$ cat config.mk
export PLATFORM = sky130hd
export DESIGN_NAME = async_tx_freeze
export DESIGN_NICKNAME = d
export VERILOG_FILES = /design/src/rtl/atf_pkg.sv /design/src/rtl/atf_fifo.sv /design/src/rtl/atf_shifter.sv /design/src/rtl/atf_rts.sv /design/src/rtl/async_tx_freeze.sv
export SDC_FILE = /design/constraint.sdc
export NUM_CORES = 1
export LEC_CHECK = 0
export CAP_MARGIN = 20
export CORE_ASPECT_RATIO = 0.6
export CORE_MARGIN = 5
export CORE_UTILIZATION = 45
export CTS_CLUSTER_SIZE = 25
export DETAILED_ROUTE_END_ITERATION = 10
export GPL_TIMING_DRIVEN = 0
export PLACE_DENSITY_LB_ADDON = 0.2
export SETUP_SLACK_MARGIN = 0.3
export SYNTH_ARGS = -nofsm -noshare
export SYNTH_HDL_FRONTEND = slang
export SYNTH_HIERARCHICAL = 1
export SYNTH_SLANG_ARGS = --single-unit
$ cat constraint.sdc
create_clock -name clk -period 2.4 [get_ports clk]
set_input_delay 0.72 -clock clk [delete_from_list [all_inputs] [get_ports clk]]
set_output_delay 0.72 -clock clk [all_outputs]
set_load 0.05 [all_outputs]
$ cat src/rtl/atf_pkg.sv
package atf_pkg;
  localparam int CHAR_W = 8;

  typedef enum logic [1:0] {
    ST_IDLE,
    ST_START,
    ST_DATA,
    ST_STOP
  } tx_state_e;

  // index of the final data bit for the selected character length
  function automatic logic [2:0] last_data_index(input logic len8);
    return len8 ? 3'd7 : 3'd6;
  endfunction

  // index of the final stop bit for the selected stop length
  function automatic logic last_stop_index(input logic two_stop);
    return two_stop;
  endfunction
endpackage

$ cat src/rtl/atf_fifo.sv
module atf_fifo #(
  parameter int DEPTH = 3,
  parameter int WIDTH = 9
) (
  input  logic             clk,
  input  logic             rst_n,
  input  logic             push,
  input  logic [WIDTH-1:0] wdata,
  input  logic             pop,
  output logic [WIDTH-1:0] rdata,
  output logic             full,
  output logic             empty
);
  localparam int PW = (DEPTH > 1) ? $clog2(DEPTH) : 1;
  localparam int CW = $clog2(DEPTH + 1);

  logic [PW-1:0] wr_ptr, rd_ptr;
  logic [CW-1:0] count;
  logic [WIDTH-1:0] slots [DEPTH];

  function automatic logic [PW-1:0] ptr_next(input logic [PW-1:0] p);
    return (p == PW'(DEPTH - 1)) ? '0 : p + PW'(1);
  endfunction

  generate
    for (genvar g = 0; g < DEPTH; g++) begin : g_slot
      logic [WIDTH-1:0] slot_q;
      always_ff @(posedge clk) begin
        if (push && wr_ptr == PW'(g)) slot_q <= wdata;
      end
      assign slots[g] = slot_q;
    end
  endgenerate

  assign rdata = slots[rd_ptr];
  assign full  = (count == CW'(DEPTH));
  assign empty = (count == '0);

  always_ff @(posedge clk) begin
    if (!rst_n) begin
      wr_ptr <= '0;
      rd_ptr <= '0;
      count  <= '0;
    end else begin
      if (push) wr_ptr <= ptr_next(wr_ptr);
      if (pop)  rd_ptr <= ptr_next(rd_ptr);
      if (push && !pop)      count <= count + CW'(1);
      else if (pop && !push) count <= count - CW'(1);
    end
  end

  assert_no_overflow_R6: assert property (@(posedge clk) disable iff (!rst_n)
    push |-> !full);
  assert_no_underflow_R6: assert property (@(posedge clk) disable iff (!rst_n)
    pop |-> !empty);
endmodule

$ cat src/rtl/atf_shifter.sv
module atf_shifter
  import atf_pkg::*;
#(
  parameter int TICKS_PER_BIT = 16
) (
  input  logic              clk,
  input  logic              rst_n,
  input  logic              tick_en,
  input  logic              start_ok,
  input  logic              char_len8,
  input  logic              two_stop,
  input  logic [CHAR_W-1:0] char_data,
  input  logic              char_last,
  output logic              load,
  output logic              txd,
  output logic              active,
  output logic              done_last
);
  localparam int TW = (TICKS_PER_BIT > 1) ? $clog2(TICKS_PER_BIT) : 1;
  localparam logic [TW-1:0] TICK_LAST = TW'(TICKS_PER_BIT - 1);

  tx_state_e         state;
  logic [TW-1:0]     tick_cnt;
  logic [2:0]        bit_idx;
  logic              stop_idx;
  logic [CHAR_W-1:0] shreg;
  logic              last_q;

  // named events for the assertions and the queue
  logic bit_end, final_stop_end;
  assign bit_end        = tick_en && (state != ST_IDLE) && (tick_cnt == TICK_LAST);
  assign final_stop_end = bit_end && (state == ST_STOP) && (stop_idx == last_stop_index(two_stop));
  assign load           = start_ok && ((state == ST_IDLE) || final_stop_end);
  assign done_last      = final_stop_end && last_q;
  assign active         = (state != ST_IDLE);

  always_comb begin
    unique case (state)
      ST_START: txd = 1'b0;
      ST_DATA:  txd = shreg[0];
      default:  txd = 1'b1;
    endcase
  end

  always_ff @(posedge clk) begin
    if (!rst_n) begin
      state    <= ST_IDLE;
      tick_cnt <= '0;
      bit_idx  <= '0;
      stop_idx <= 1'b0;
      shreg    <= '0;
      last_q   <= 1'b0;
    end else if (load) begin
      state    <= ST_START;
      tick_cnt <= '0;
      bit_idx  <= '0;
      stop_idx <= 1'b0;
      shreg    <= char_data;
      last_q   <= char_last;
    end else if (tick_en && state != ST_IDLE) begin
      if (tick_cnt != TICK_LAST) begin
        tick_cnt <= tick_cnt + TW'(1);
      end else begin
        tick_cnt <= '0;
        unique case (state)
          ST_START: state <= ST_DATA;
          ST_DATA: begin
            shreg <= shreg >> 1;
            if (bit_idx == last_data_index(char_len8)) state <= ST_STOP;
            else bit_idx <= bit_idx + 3'd1;
          end
          ST_STOP: begin
            if (stop_idx == last_stop_index(two_stop)) state <= ST_IDLE;
            else stop_idx <= 1'b1;
          end
          default: state <= ST_IDLE;
        endcase
      end
    end
  end

  assert_start_low_R2: assert property (@(posedge clk) disable iff (!rst_n)
    load |=> !txd);
  assert_hold_without_tick_R12: assert property (@(posedge clk) disable iff (!rst_n)
    (!tick_en && !load) |=> $stable(txd));
endmodule

$ cat src/rtl/atf_rts.sv
module atf_rts (
  input  logic clk,
  input  logic rst_n,
  input  logic tx_enable,
  input  logic rts_always,
  input  logic pending,
  input  logic load,
  input  logic done_last,
  output logic rts
);
  logic eob_hold;

  always_ff @(posedge clk) begin
    if (!rst_n)         eob_hold <= 1'b0;
    else if (load)      eob_hold <= 1'b0;
    else if (done_last) eob_hold <= 1'b1;
  end

  assign rts = tx_enable && !eob_hold && (rts_always || pending);

  assert_eob_quiet_R11: assert property (@(posedge clk) disable iff (!rst_n)
    (done_last && !load) |=> !rts);
endmodule

$ cat src/rtl/async_tx_freeze.sv
module async_tx_freeze
  import atf_pkg::*;
#(
  parameter int FIFO_DEPTH    = 3,
  parameter int TICKS_PER_BIT = 16
) (
  input  logic              clk,
  input  logic              rst_n,
  input  logic              tick_en,
  input  logic              tx_enable,
  input  logic              freeze,
  input  logic              char_len8,
  input  logic              two_stop,
  input  logic              rts_always,
  input  logic              in_valid,
  input  logic [CHAR_W-1:0] in_data,
  input  logic              in_last,
  output logic              in_ready,
  output logic              txd,
  output logic              rts,
  output logic              busy
);
  localparam int ENTRY_W = CHAR_W + 1;

  logic               push, fifo_full, fifo_empty;
  logic [ENTRY_W-1:0] head;
  logic               load, active, done_last;

  assign in_ready = !fifo_full && !freeze;
  assign push     = in_valid && in_ready;
  assign busy     = active || !fifo_empty;

  atf_fifo #(.DEPTH(FIFO_DEPTH), .WIDTH(ENTRY_W)) u_fifo (
    .clk   (clk),
    .rst_n (rst_n),
    .push  (push),
    .wdata ({in_last, in_data}),
    .pop   (load),
    .rdata (head),
    .full  (fifo_full),
    .empty (fifo_empty)
  );

  atf_shifter #(.TICKS_PER_BIT(TICKS_PER_BIT)) u_shift (
    .clk       (clk),
    .rst_n     (rst_n),
    .tick_en   (tick_en),
    .start_ok  (!fifo_empty && tx_enable),
    .char_len8 (char_len8),
    .two_stop  (two_stop),
    .char_data (head[CHAR_W-1:0]),
    .char_last (head[CHAR_W]),
    .load      (load),
    .txd       (txd),
    .active    (active),
    .done_last (done_last)
  );

  atf_rts u_rts (
    .clk        (clk),
    .rst_n      (rst_n),
    .tx_enable  (tx_enable),
    .rts_always (rts_always),
    .pending    (busy),
    .load       (load),
    .done_last  (done_last),
    .rts        (rts)
  );

  assert_idle_line_R1: assert property (@(posedge clk) disable iff (!rst_n)
    !busy |-> txd);
  assert_rts_fall_R9: assert property (@(posedge clk) disable iff (!rst_n)
    (!rts_always && $fell(busy)) |-> !rts);
endmodule

* Word level (Yosys, flattened, before mapping)
Cells that the tools add are included.
Word-level totals: register bits 53, logic and storage cells 100, output and inout bits 4, input bits 18
Operators by class: muxes and demuxes 20, bitwise operators 5, $lt $le $gt $ge 1, equal/unequal tests 16, $add $sub $neg 6, reduce and logical (&&, ||, !) cells 38
Operator list (count):
- 2-to-1 mux 8 bit | 4
- binary-select mux 9 bit (select 2 bit) | 1
- 2-to-1 mux 9 bit | 2
- logical AND 1 bit | 16
- AND reduction 4 bit | 4
- 2-to-1 mux 2 bit | 6
- equality test 2 bit (second input constant) | 5
- nonzero test 2 bit | 4
- adder 2 x 1 -> 2 bit (second input constant) | 3
- logical NOT 1 bit | 6
- logical NOT 2 bit | 3
- case mux 2 bit (3 select lines) | 1
- adder 4 x 1 -> 4 bit (second input constant) | 1
- equality test 2 x 1 -> 1 bit (second input constant) | 2
- equality test 4 bit (second input constant) | 1
- 2-to-1 mux 1 bit | 4
- 2-to-1 mux 4 bit | 1
- inequality test 2 bit (second input constant) | 2
- inequality test 4 bit (second input constant) | 1
- inverter 1 bit | 4
- adder 3 x 1 -> 3 bit (second input constant) | 1
- equality test 3 bit | 1
- >= comparator 3 bit (second input constant) | 1
- logical OR 1 bit | 3
- 9 further kinds | 9

* Longest topological paths before layout
Gate-level depths: netlist (run 1).
word-level depth 10, mapped depth 12, gate-level depth less buffers 10

* Cells and area by module
Netlist (run 1), hierarchy kept.
By module, submodules not included:
- atf_fifo | area an instance 1280.0 um^2, cells an instance 89, times used 1
- atf_shifter | area an instance 1018.5 um^2, cells an instance 121, times used 1
- atf_rts | area an instance 47.5 um^2, cells an instance 5, times used 1
- async_tx_freeze | area an instance 28.8 um^2, cells an instance 4, times used 1

* Least setup slack after synthesis (run 1)
OpenSTA, ideal clock, no wires.
kind register -> output, start point reg u_shift.state[0], end point out rts, required time 1.680 ns, arrival 2.531 ns, path slack -0.851 ns, cell stages (with the launch flop) 8, cells stage by stage dfxtp_1 inv_1 ha_1 buf_4 inv_1 nand2b_1 nor2_1 nor3b_1
Between the ends: longest elaborated chain between the ends 4
RTL lines:
- start: declaration | line atf_shifter.sv:22 | tx_state_e state;
- start signal: assignment | line atf_shifter.sv:47 | state <= ST_IDLE;
- start signal: assignment | line atf_shifter.sv:54 | state <= ST_START;
- start signal: assignment | line atf_shifter.sv:66 | ST_START: state <= ST_DATA;
- nonzero test 2 bit | line atf_shifter.sv:35 | assign active = (state != ST_IDLE);
- named net active | line async_tx_freeze.sv:27 | logic load, active, done_last;
- logical OR 1 bit | line async_tx_freeze.sv:31 | assign busy = active || !fifo_empty;
- named net busy | line async_tx_freeze.sv:21 | output logic busy
- logical OR 1 bit | line atf_rts.sv:19 | assign rts = tx_enable && !eob_hold && (rts_always || pending);
- logical AND 1 bit | line atf_rts.sv:19
- end: declaration | line async_tx_freeze.sv:20 | output logic rts,
The timed path passes the listed nets, and every way through them passes these cells.

* Final worst setup path (run 1)
start point reg u_shift.state[0], end point out rts
Between the ends: longest elaborated chain between the ends 4
RTL lines (line):
- nonzero test 2 bit | atf_shifter.sv:35
- named net active | async_tx_freeze.sv:27
- logical OR 1 bit | async_tx_freeze.sv:31
- logical OR 1 bit | atf_rts.sv:19
- logical AND 1 bit | atf_rts.sv:19
The timed path passes the listed nets, and every way through them passes these cells.

==> results of run 1 <==
==> worst register-to-register path: cells and delay by family (launching register included) <==
family | cells | cell delay, ps
xor+xnor | 1 | 60
compound gates | 2 | 320
simple gates | 2 | 480
fa+ha+maj | 2 | 280
flops | 1 | 350
buf+inv | 6 | 570
==> logic make-up (layout without fill, tap and decap cells) <==
group	after synthesis	in the layout	synth area share [%]
muxes	11	11	4.637
and+or+nand+nor	78	78	17.54
AOI/OAI and AO/OA	50	50	12.75
adders and majority gates	7	7	3.688
buffers and inverters	15	61	3.477
DFF	53	53	56.06
xor gates and xnor gates	5	5	1.844
==> synthesized netlist by cell type (all sizes together) (3+ instances only) <==
master | number | area share [%]
a31oi | 10 | 2.6
nor2 | 12 | 1.9
nand2 | 33 | 5.5
xnor2 | 3 | 1.1
buf | 4 | 1.3
a21oi | 11 | 2.5
nor3 | 4 | 1.3
dfxtp | 26 | 22
clkbuf | 3 | 0.90
or3 | 3 | 0.79
o21ai | 20 | 4.2
edfxtp | 27 | 34
mux2i | 11 | 4.6
and2 | 4 | 1.2
ha | 7 | 3.7
nor2b | 6 | 1.6
nand3 | 3 | 0.63
inv | 8 | 1.3
o21a | 3 | 0.95
nor3b | 4 | 1.7
==> routing by layer <==
metal / global-route usage [%] / routed length (um) / up-vias
li1: - / - / 868
met3: 3.512 / 215 / 7
met1: 21.52 / 2569 / 833
met5: 0 / 0 / -
met2: 22.22 / 1998 / 41
met4: 4.362 / 46 / 0
==> area by class of cell <==
cell class,instances,area share [%]
clock buffer,6,2.391
clock inverter,2,0.3710
multi-input combinational,151,35.74
inverter,8,1.401
tap,66,2.721
timing repair buffer,38,11.50
sequential,53,44.02
buffer,7,1.855
==> what timing repair did <==
item / in CTS / in global routing
pin swaps: 10 / 1
resized for setup: 59 / 7
buffers inserted: 15 / 2
endpoints found under the setup margin: 36 / 22
==> stage by stage <==
step                      TNS, ps  power [W]  instances  area, um2  hold WS [ps]
after floorplan                 0   0.001623        219       2421         448.0
after global placement     -12140   0.001801        306       2714         459.1
after detailed placement   -12630   0.001810        306       2714         466.0
after CTS                       0   0.002401        329       2993         472.4
after global routing            0   0.002540        331       3035         500.4
final                           0   0.002404        331       3035         483.6
==> power breakdown <==
part	total, W	switching (W)	leakage [nW]	internal, W
Clock	0.000484	0.000281	0.0388	0.000203
Combinational	0.000811	0.000443	0.561	0.000368
Sequential	0.00111	0.0000612	0.459	0.00105
Total	0.00240	0.000786	1.06	0.00162
==> flip-flops by register name (all words and copies together) (netlist names) <==
register and flops:
u_shift/tick_cnt 4, u_fifo/rd_ptr 2, u_shift/bit_idx 3, u_fifo/g_slot.slot_q 27, u_shift/state 2, u_shift/last_q 1
u_shift/stop_idx 1, u_fifo/count 2, u_rts/eob_hold 1, u_shift/shreg 8, u_fifo/wr_ptr 2
==> worst paths after layout <==
path	cells after the start	endpoint	startpoint
worst max-delay path	8	rts	u_shift/state[0]
worst min-delay path	2	u_shift/shreg[4]	u_shift/shreg[5]
worst max register to register	13	u_fifo/count[1]	u_shift/state[0]
worst min register to register	2	u_shift/shreg[4]	u_shift/shreg[5]
==> results.cfg, run 1 <==
[die]
fp.dieH_um = 66.27
rows = 20
die_w_um = 103.8
start_util_pct = 46.75
boundaryPins = 22
core-area_um2 = 5080
die_area_um2 = 6878

[worst_setup_path]
crit_family = buffers and inverters
reg2reg_slack_ps = 280
cpPeakStageDelay_ps = 350
path_buf_inv = 4
critPathMaxFanout = 2
crit_required_ps = 1680
crit_type = flip-flop to output pin
endpoint_kind = output pin
cp_cell_sequence = inv_2, ha_4, buf_6, inv_4, nand2b_4, nor2_4, nor3b_4, buf_6
cpMostUsedCell = buf_6
cp-start-kind = flip-flop
cp.arrival_ps = 1540
slowest_stage = dfxtp_2

[synthesis]
synth_edf_count = 27
seq_area_frac_synth_pct = 56.06
synth-seq-cells = 53
ys_warn_count = 6
syn_area_um2 = 2375
postSynth.asyncResetShare_pct = 0
synth_flop_cell = edfxtp_1
syn-num-nets = 244
avgSynthCellArea_um2 = 10.84
synthCells = 219
synth.distinct_cells = 42

[placed_design]
dp_slack_ps = -545.1
dpl.hpwl_mm = 3.127
port_buffers = 21
gp_congestion = 0.8053

[cts]
cts_buffer_depth = 2
holdBufCountCts = 0
cts_num_sinks = 53
cts_buffers = 5
clockRootBuffer = clkbuf_8
clock_latency_ps = 300
htree_levels = 2
cts_tree = built
clk_pin_slew_ps = 90

[power_and_ir_drop]
ir_drop_uv = 626.0
power_density_nw_per_um2 = 791.8
leakage_nw = 1.060

[route]
vias = 1749
viasPerCell = 5.284
post-route-drc-count = 0
drt-initial-drc-count = 92
wire_per_inst_um = 14.59
antenna_left = 0
dr.pass1.iters = 4
totalWireLength_mm = 4.830

[grt]
grt.overflow.total = 0
grt_max_degree = 17
grt_pass1_vias = 1699
antenna_found_initial = 0
grt_pass1_wl_mm = 8.217
track_usage_pct = 14.91

[final_layout]
layout-drive-gt1-share_pct = 26.79
final_cell_mix = nand2_1 (32), edfxtp_1 (27), dfxtp_1 (22)
syn_to_final_growth_pct = 27.82
nets = 289
fin_util_pct = 59.75
fillers = 429
multi_input_comb_area_um2 = 1085
seq_area_um2 = 1336
final_common_cell = nand2_1
n_antenna_cell = 0

[sta]
setup_ws_ps = 141.2
max_slew_margin_pct = 57.53
fin_crit_sh_pct = 94.12
fin_skew_ps = 3.029
fmax_mhz = 442.7
min_period_ps = 2259
hold_violations = 0
rsz0062_at_grt = yes
slew_viol_final = 0
setup_violations = 0
worst_pin_slew_ps = 633.6

[worst_hold_path]
hold_class = flip-flop to flip-flop

[job]
max_cap_violations = 0

[status]
status = completed
No activity file was read; power rests on OpenSTA's default activity.
==> run 2, diff against run 1 <==
--- a/config.mk
+++ b/config.mk
@@ -12,9 +12,10 @@
 export CTS_CLUSTER_SIZE = 25
 export DETAILED_ROUTE_END_ITERATION = 10
 export GPL_TIMING_DRIVEN = 0
+export HOLD_SLACK_MARGIN = 0.03
 export PLACE_DENSITY_LB_ADDON = 0.2
-export SETUP_SLACK_MARGIN = 0.3
 export SYNTH_ARGS = -nofsm -noshare
 export SYNTH_HDL_FRONTEND = slang
 export SYNTH_HIERARCHICAL = 1
 export SYNTH_SLANG_ARGS = --single-unit
+export TNS_END_PERCENT = 100
==> results.cfg, run 2 (same netlist as run 1, synthesis figures left out) <==
[sta]
setup_violations = 0
max_slew_margin_pct = 57.33
fmax_mhz = 424.2
worst_pin_slew_ps = 636.6
hold_violations = 0
setup_ws_ps = 42.71
fin_skew_ps = 3.857
holdWs_ps = 480.5
min_period_ps = 2357
slew_viol_final = 0
fin_crit_sh_pct = 98.22

[cts]
clock_latency_ps = 300
holdBufCountCts = 0
cts_num_sinks = 53
htree_levels = 2
clockRootBuffer = clkbuf_8
cts_tree = built
cts_buffers = 5
cts_buffer_depth = 2
clk_pin_slew_ps = 90

[worst_setup_path]
worst_r2r_endpoint = u_fifo/count[1]
rr_startpoint = u_shift/tick_cnt[0]
crit_type = primary input to output pin
critPathMaxFanout = 2
crit_required_ps = 1680
reg2reg_slack_ps = 250
cp.arrival_ps = 1640
cp-start-kind = primary input
reg2reg_depth = 10
endpoint_kind = output pin

[placed_design]
dp_slack_ps = -678.8
dpl_cell_area_um2 = 2691
dpl.hpwl_mm = 3.178
gp_congestion = 0.7115
port_buffers = 21

[final_layout]
largest_reg_flops = 27
top_register = u_fifo/g_slot.slot_q
syn_to_final_growth_pct = 21.13
nets = 279
final_common_cell = nand2_1
top_regs = u_fifo/g_slot.slot_q (27), u_shift/shreg (8), u_shift/tick_cnt (4)
layout-drive-gt1-share_pct = 20.00
final_cell_mix = nand2_1 (32), edfxtp_1 (27), dfxtp_1 (24)
fin_area_um2 = 2877
n_antenna_cell = 0
fin_util_pct = 56.63

[die]
fp.dieH_um = 66.27
die_w_um = 103.8
boundaryPins = 22
core-area_um2 = 5080
die_area_um2 = 6878
rows = 20
start_util_pct = 46.75

[worst_hold_path]
hp-start = u_shift/shreg[6]
min_to = u_shift/shreg[5]
whs_path_depth = 2
hold_class = flip-flop to flip-flop

[grt]
antenna_found_initial = 0
grt_pass1_wl_mm = 7.603
grt_pass1_vias = 1574
grt_max_degree = 17
track_usage_pct = 14.04
grt.overflow.total = 0

[power_and_ir_drop]
leakage_nw = 1.013
power_density_nw_per_um2 = 795.0
ir_drop_uv = 351.3

[route]
dr.pass1.iters = 4
wire_per_inst_um = 13.90
post-route-drc-count = 0
drt-initial-drc-count = 50
antenna_left = 0
vias = 1684
viasPerCell = 5.246
totalWireLength_mm = 4.463

[status]
status = completed

[job]
max_cap_violations = 0
[run 2: power breakdown]
part	leakage [nW]	internal, W	switching, W
Combinational	0.515	0.000314	0.000400
Clock	0.0392	0.000196	0.000270
Sequential	0.459	0.00105	0.0000587
Total	1.01	0.00156	0.000729
[run 2: worst max-delay path: stages]
cell             delay, ps
clkdlybuf4s50_1        430
nor2_1                 110
clkdlybuf4s15_2        370
[run 2: worst max-delay path by stage]
stage                                 from                          to  slack [ps]  cells after the start
after floorplan           u_shift/state[0]                         rts          40                      7
after global routing      u_shift/state[0]                         rts          -4                      8
after detailed placement         tx_enable             u_fifo/count[1]        -680                     10
final                               freeze                    in_ready          40                      3
after global placement              freeze  u_fifo/g_slot[0].slot_q[0]        -830                      3
after CTS                           freeze  u_fifo/g_slot[0].slot_q[6]         -70                      3
[run 2: stage by stage]
stage                     TNS (ps)  power [W]  cells
after global routing        -4.138   0.002429    321
after detailed placement    -11040   0.001780    306
after floorplan                  0   0.001600    219
after CTS                    -1193   0.002287    319
final                            0   0.002287    321
after global placement      -16010   0.001773    306
[run 2: timing repair]
| action | 4_1_cts | 5_1_grt |
|---|---|---|
| resized for setup | 31 | 11 |
| pin swaps | 2 | 1 |
| setup endpoints to repair | 6 | 23 |
| setup buffers | 5 | 2 |
[run 2: layout make-up]
class                      instances  area (um2)
buffer                             7       56.30
clock buffer                       5       68.82
clock inverter                     3       12.51
fill                             428        2203
inverter                           8       32.53
multi-input combinational        151        1028
sequential                        53        1336
tap                               66       82.58
timing repair buffer              28       259.0
[run 2: metal layers]
metal | wire length [um] | part of all wire (%) | vias up | track usage, %
met5 | 0 | 0 | - | 0
met4 | 46 | 1.0 | 0 | 5.331
met3 | 270 | 6.0 | 5 | 4.293
met2 | 1802 | 40 | 36 | 19.76
met1 | 2343 | 52 | 789 | 20.07
li1 | - | - | 854 | -
